--- src/rtl/busattr_pkg.sv ---
package busattr_pkg;
  typedef enum logic [1:0] {
    TR_IDLE   = 2'b00,
    TR_BUSY   = 2'b01,
    TR_NONSEQ = 2'b10,
    TR_SEQ    = 2'b11
  } trans_e;

  typedef enum logic [2:0] {
    BU_SINGLE = 3'b000,
    BU_INCR   = 3'b001
  } burst_e;

  typedef enum logic [1:0] {
    KD_DATA  = 2'b00,
    KD_INSTR = 2'b01,
    KD_WALK  = 2'b10,
    KD_ALT   = 2'b11
  } kind_e;
endpackage

--- src/rtl/busattr_window.sv ---
module busattr_window #(
  parameter int          ADDR_W = 32,
  parameter int          NWIN   = 2,
  parameter logic [63:0] WIN_LO [NWIN] = '{64'h0000_0000, 64'hC000_0000},
  parameter logic [63:0] WIN_HI [NWIN] = '{64'h7FFF_FFFF, 64'hCFFF_FFFF}
) (
  input  logic [ADDR_W-1:0] addr,
  output logic              hit
);
  logic [NWIN-1:0] in_win;

  for (genvar g = 0; g < NWIN; g++) begin : g_win
    localparam logic [ADDR_W-1:0] LO = WIN_LO[g][ADDR_W-1:0];
    localparam logic [ADDR_W-1:0] HI = WIN_HI[g][ADDR_W-1:0];
    assign in_win[g] = (addr >= LO) && (addr <= HI);
  end

  assign hit = |in_win;
endmodule

--- src/rtl/busattr_prot.sv ---
module busattr_prot
  import busattr_pkg::*;
(
  input  kind_e      kind,
  input  logic       supv,
  output logic [3:0] prot
);
  always_comb begin
    unique case (kind)
      KD_WALK:  prot = 4'b1101;
      KD_INSTR: prot = {2'b11, supv, 1'b0};
      default:  prot = {2'b11, supv, 1'b1};
    endcase
  end
endmodule

--- src/rtl/busattr_lock.sv ---
module busattr_lock (
  input  logic clk,
  input  logic rst_n,
  input  logic adv,
  input  logic take,
  input  logic next_seq,
  input  logic atomic,
  input  logic last,
  output logic lock
);
  logic open_q;

  always_ff @(posedge clk) begin
    if (!rst_n) begin
      open_q <= 1'b0;
      lock   <= 1'b0;
    end else if (adv) begin
      if (next_seq) begin
        lock <= lock;
      end else if (take) begin
        lock   <= atomic;
        open_q <= atomic && !last;
      end else begin
        lock <= open_q;
      end
    end
  end
endmodule

--- src/rtl/busattr_shaper.sv ---
module busattr_shaper
  import busattr_pkg::*;
#(
  parameter int ADDR_W     = 32,
  parameter int BEAT_BYTES = 16
) (
  input  logic              clk,
  input  logic              rst_n,
  input  logic              req_valid,
  output logic              req_ready,
  input  logic [ADDR_W-1:0] req_addr,
  input  logic [1:0]        req_kind,
  input  logic              req_super,
  input  logic              req_atomic,
  input  logic              req_last,
  input  logic              req_cache_en,
  input  logic              req_write,
  input  logic [2:0]        req_size,
  input  logic              hready,
  output logic [1:0]        htrans,
  output logic [ADDR_W-1:0] haddr,
  output logic [2:0]        hburst,
  output logic [2:0]        hsize,
  output logic [3:0]        hprot,
  output logic              hwrite,
  output logic              hlock,
  output logic              cacheable
);
  localparam logic [2:0]        WIDE_SIZE = 3'($clog2(BEAT_BYTES));
  localparam logic [ADDR_W-1:0] STEP      = ADDR_W'(BEAT_BYTES);

  trans_e trans_q;
  logic   first_q;
  logic   win_hit;
  logic   cach_new;
  logic   burst_new;
  logic   take;
  logic   next_seq;
  kind_e  kind_in;
  logic [3:0] prot_new;

  assign kind_in = kind_e'(req_kind);

  busattr_window #(.ADDR_W(ADDR_W)) u_win (
    .addr (req_addr),
    .hit  (win_hit)
  );

  busattr_prot u_prot (
    .kind (kind_in),
    .supv (req_super),
    .prot (prot_new)
  );

  assign cach_new  = win_hit && req_cache_en;
  assign burst_new = cach_new && (kind_in == KD_INSTR);
  assign next_seq  = (trans_q != TR_IDLE) && first_q;
  assign req_ready = hready && !next_seq;
  assign take      = req_valid && req_ready;

  always_ff @(posedge clk) begin
    if (!rst_n) begin
      trans_q   <= TR_IDLE;
      first_q   <= 1'b0;
      haddr     <= '0;
      hburst    <= BU_SINGLE;
      hsize     <= '0;
      hprot     <= '0;
      hwrite    <= 1'b0;
      cacheable <= 1'b0;
    end else if (hready) begin
      if (next_seq) begin
        trans_q <= TR_SEQ;
        haddr   <= haddr + STEP;
        first_q <= 1'b0;
      end else if (take) begin
        trans_q   <= TR_NONSEQ;
        first_q   <= burst_new;
        haddr     <= req_addr;
        hburst    <= burst_new ? BU_INCR : BU_SINGLE;
        hsize     <= burst_new ? WIDE_SIZE : req_size;
        hwrite    <= req_write && (kind_in != KD_INSTR);
        hprot     <= prot_new;
        cacheable <= cach_new;
      end else begin
        trans_q <= TR_IDLE;
        first_q <= 1'b0;
      end
    end
  end

  assign htrans = trans_q;

  busattr_lock u_lock (
    .clk      (clk),
    .rst_n    (rst_n),
    .adv      (hready),
    .take     (take),
    .next_seq (next_seq),
    .atomic   (req_atomic),
    .last     (req_last),
    .lock     (hlock)
  );
endmodule

--- config.mk ---
export PLATFORM = sky130hd
export DESIGN_NAME = busattr_shaper
export DESIGN_NICKNAME = d
export VERILOG_FILES = /design/src/rtl/busattr_pkg.sv /design/src/rtl/busattr_window.sv /design/src/rtl/busattr_prot.sv /design/src/rtl/busattr_lock.sv /design/src/rtl/busattr_shaper.sv
export SDC_FILE = /design/constraint.sdc
export NUM_CORES = 1
export LEC_CHECK = 0
export BUFFER_PORTS_ARGS = -buffer_cell sky130_fd_sc_hd__buf_2
export CORE_ASPECT_RATIO = 1.75
export CORE_MARGIN = 8
export CORE_UTILIZATION = 51
export CTS_BUF_LIST = sky130_fd_sc_hd__clkbuf_8
export DETAILED_ROUTE_END_ITERATION = 10
export GPL_ROUTABILITY_DRIVEN = 0
export PLACE_DENSITY = 0.83
export RECOVER_POWER = 50
export SYNTH_ARGS = -nofsm -noshare
export SYNTH_HDL_FRONTEND = slang
export SYNTH_SLANG_ARGS = --single-unit
--- constraint.sdc ---
create_clock -name clk -period 2.09 [get_ports clk]
set_input_delay 0.1045 -clock clk [delete_from_list [all_inputs] [get_ports clk]]
set_output_delay 0.1045 -clock clk [all_outputs]
set_load 0.05 [all_outputs]
==> impl_metrics.yaml <==
sta:
  setup_viol_count_final: 0
  layout_min_cycle_time_ps: 1940
  max_slew_margin: 0.569
  fin_skew_ps: 7.58
  fin_setup_tns_ps: 0
  rsz0062_at_grt: "false"
  post-route-period-util: 0.926
  fmax_mhz: 517
  final-hold-violation-count: 0
  worst_pin_slew_ps: 649
  final_max_slew_viol_count: 0
worst_setup_path:
  critPathRequiredTime_ps: 2340
  crit_type: "reg2reg"
  cp-end-kind: "register"
  path_max_fanout: 6
  slowest_delay_ps: 420
  start_kind: "register"
  arrival_ps: 2180
  reg2regPathDepth: 7
  reg2reg_setup_slack_ps: 150
  r2r_start: "haddr[4]"
  r2r-end: "haddr[28]"
  cp_cell_sequence: "ha_2 > nand4_4 > nor4_4 > buf_4 > nand4_1 > or4_1 > nand3_1"
  cp_slowest_cell: "or4_1"
drt:
  vias_per_cell: 6.05
  drt-initial-drc-count: 176
  wl_met2_um: 4110
  drc: 0
  totalWireLength_um: 8060
  top_layer: "met4"
  wl_met1_um: 2980
  routedWlPerCell_um: 17.0
  drtAntennaViolNets: 0
  met3WireLength_um: 762
  dr.pass1.iters: 4
  vias: 2866
finish:
  syn2layout_area_growth_pct: 24.4
  register_area_um2: 936
  multi_input_area_mm2: 0.00146
  diodes: 0
  postLayoutCoreUtil: 0.661
  drive_gt1_frac: 0.209
  fillers: 467
  nNetsFinal: 470
grt:
  grt_antenna_before_repair: 0
  grt_max_degree: 30
  grt_pass1_vias: 2914
  grt_first_pass_wirelength_um: 13200
  gr-total-overflow: 0
  gr-usage-all-layers: 0.223
power:
  p_per_area_mw_per_mm2: 662
  switchingPower_mw: 0.668
  netSwitchingFraction: 0.324
  combPwrFrac: 0.197
  p_seq_frac: 0.472
  power_leakage_nw: 1.22
  power_frac_clock: 0.331
  ir_drop_v: 0.000557
  p_int_mw: 1.39
synth:
  synth_cell_types: 49
  yosys_warnings: 0
  syn_area_per_cell_um2: 7.50
  synth_async_sr_flop_share: 0
  synth.cell_area_mm2: 0.00250
  ys_seq_elements: 46
  ys_seq_area_frac: 0.369
  synth_edf_count: 0
  synth_ff_type: "dfxtp_1"
  synth_cells: 333
floorplan:
  num_rows: 33
  num_io_pins: 94
  core_area_mm2: 0.00471
  start_util: 0.531
  die_area_mm2: 0.00748
  die_height_um: 109
  die_w_um: 68.9
clock_network:
  cts_hold_buf: 0
  cts_buffers: 5
  ctsRootBufferMaster: "clkbuf_8"
  htree_num_levels: 2
  cts.reportedPaths.clkPinSlew_ps: 90
  cts_resized: 0
  clk_latency_ps: 300
  tritoncts: "built"
  cts_setup_buffers: 0
  clock_sinks: 46
  clk_path_buf_depth: 2
worst_hold_path:
  holdPathStages: 3
  worst_hold_path.endpoint: "hsize[1]"
  hold_class: "in2reg"
  min-delay-start: "req_size[1]"
placed_design:
  port_buffers: 91
  dp_hpwl_um: 6030
run_status:
  status: "finished, final reports clean"
job:
  cap_viol_max_count: 0
Yosys cell counts (all sizes together) (4+ instances only):
library cell / number / share of area
nor4: 5 / 0.021
a31oi: 11 / 0.028
nor3: 13 / 0.026
nand3: 23 / 0.046
nand2: 47 / 0.071
a22oi: 4 / 0.012
and4: 4 / 0.014
buf: 9 / 0.021
and2: 5 / 0.013
nand4: 11 / 0.036
o21ai: 21 / 0.042
dfxtp: 46 / 0.37
inv: 5 / 0.0075
nor2: 29 / 0.044
a21oi: 37 / 0.074
clkbuf: 16 / 0.024
cell families after synthesis:
family / Yosys count / synth area share
other: 1 / 0.00150
AO/OA/AOI/OAI: 99 / 0.242
AND/OR/NAND/NOR: 151 / 0.309
buffers and inverters: 30 / 0.0521
multiplexers: 1 / 0.00401
flip-flops: 46 / 0.369
adder cells (fa/ha/maj): 3 / 0.0150
XOR/XNOR: 2 / 0.00701
worst max-delay path by stage:
stage	to	slack [ps]	cells past startpoint	from
floorplan	haddr[28]	8	6	haddr[18]
global route	haddr[28]	30	7	haddr[4]
detailed placement	haddr[28]	180	7	haddr[4]
finish	haddr[28]	150	7	haddr[4]
global placement	haddr[28]	240	7	haddr[4]
CTS	haddr[28]	140	7	haddr[4]
flip-flops by register name (all words and copies together) (netlist names):
name           flops
cacheable          1
first_q            1
haddr             32
hburst             1
hprot              3
hsize              3
htrans             2
hwrite             1
u_lock.lock        1
u_lock.open_q      1
through the flow:
stage               setup slack (ps)  hold WS [ps]  cell area, um2  total power, mW  instances
finish                           154          24.1            3110             2.06        474
floorplan                       8.39           238            2520             1.27        334
global route                    26.3          20.0            3110             2.14        474
global placement                 237           345            3050             1.40        466
CTS                              144          21.8            3160             2.08        474
detailed placement               182           350            3050             1.41        466
layer usage:
metal | track usage | vias to the layer above
met2 | 0.375 | 131
met5 | 0 | -
met1 | 0.235 | 1323
met3 | 0.0787 | 19
met4 | 0.108 | 0
li1 | - | 1393
cell type report:
cell class,count,share of cell area
multi-input combinational,258,0.470
sequential,46,0.301
timing repair buffer,105,0.166
clock buffer,5,0.0221
tap,52,0.0209
clock inverter,3,0.0141
inverter,5,0.00604
placed cells by master, fill, tap and decap left out, types with 4 or more instances in the layout:
cell type   n
buf_4      13
and4_1      4
dfxtp_2     6
and2_1      5
clkbuf_8    5
nand4_1     9
dfxtp_1    38
a31oi_1    11
nor2_1     29
buf_2      46
a22oi_1     4
clkbuf_1   45
nand3_1    23
nor3_1     13
inv_1       5
a21oi_1    37
nand2_1    46
o21ai_0    19
power groups by stage:
stage                     Sequential [mW]  Combinational [mW]  Clock, mW
after floorplan                      1.13               0.140          0
after global placement              0.989               0.414          0
after detailed placement            0.990               0.418          0
after CTS                           0.970               0.420      0.686
after global routing                0.980               0.436      0.727
final                               0.973               0.406      0.681
critical path: cells and delay by family, from the launching register on:
kind	cells	cell delay, ps
buf+inv	1	190
simple gates	5	1060
fa+ha+maj	1	250
flops	1	380
Note: power is estimated with default switching activity, not from simulation.
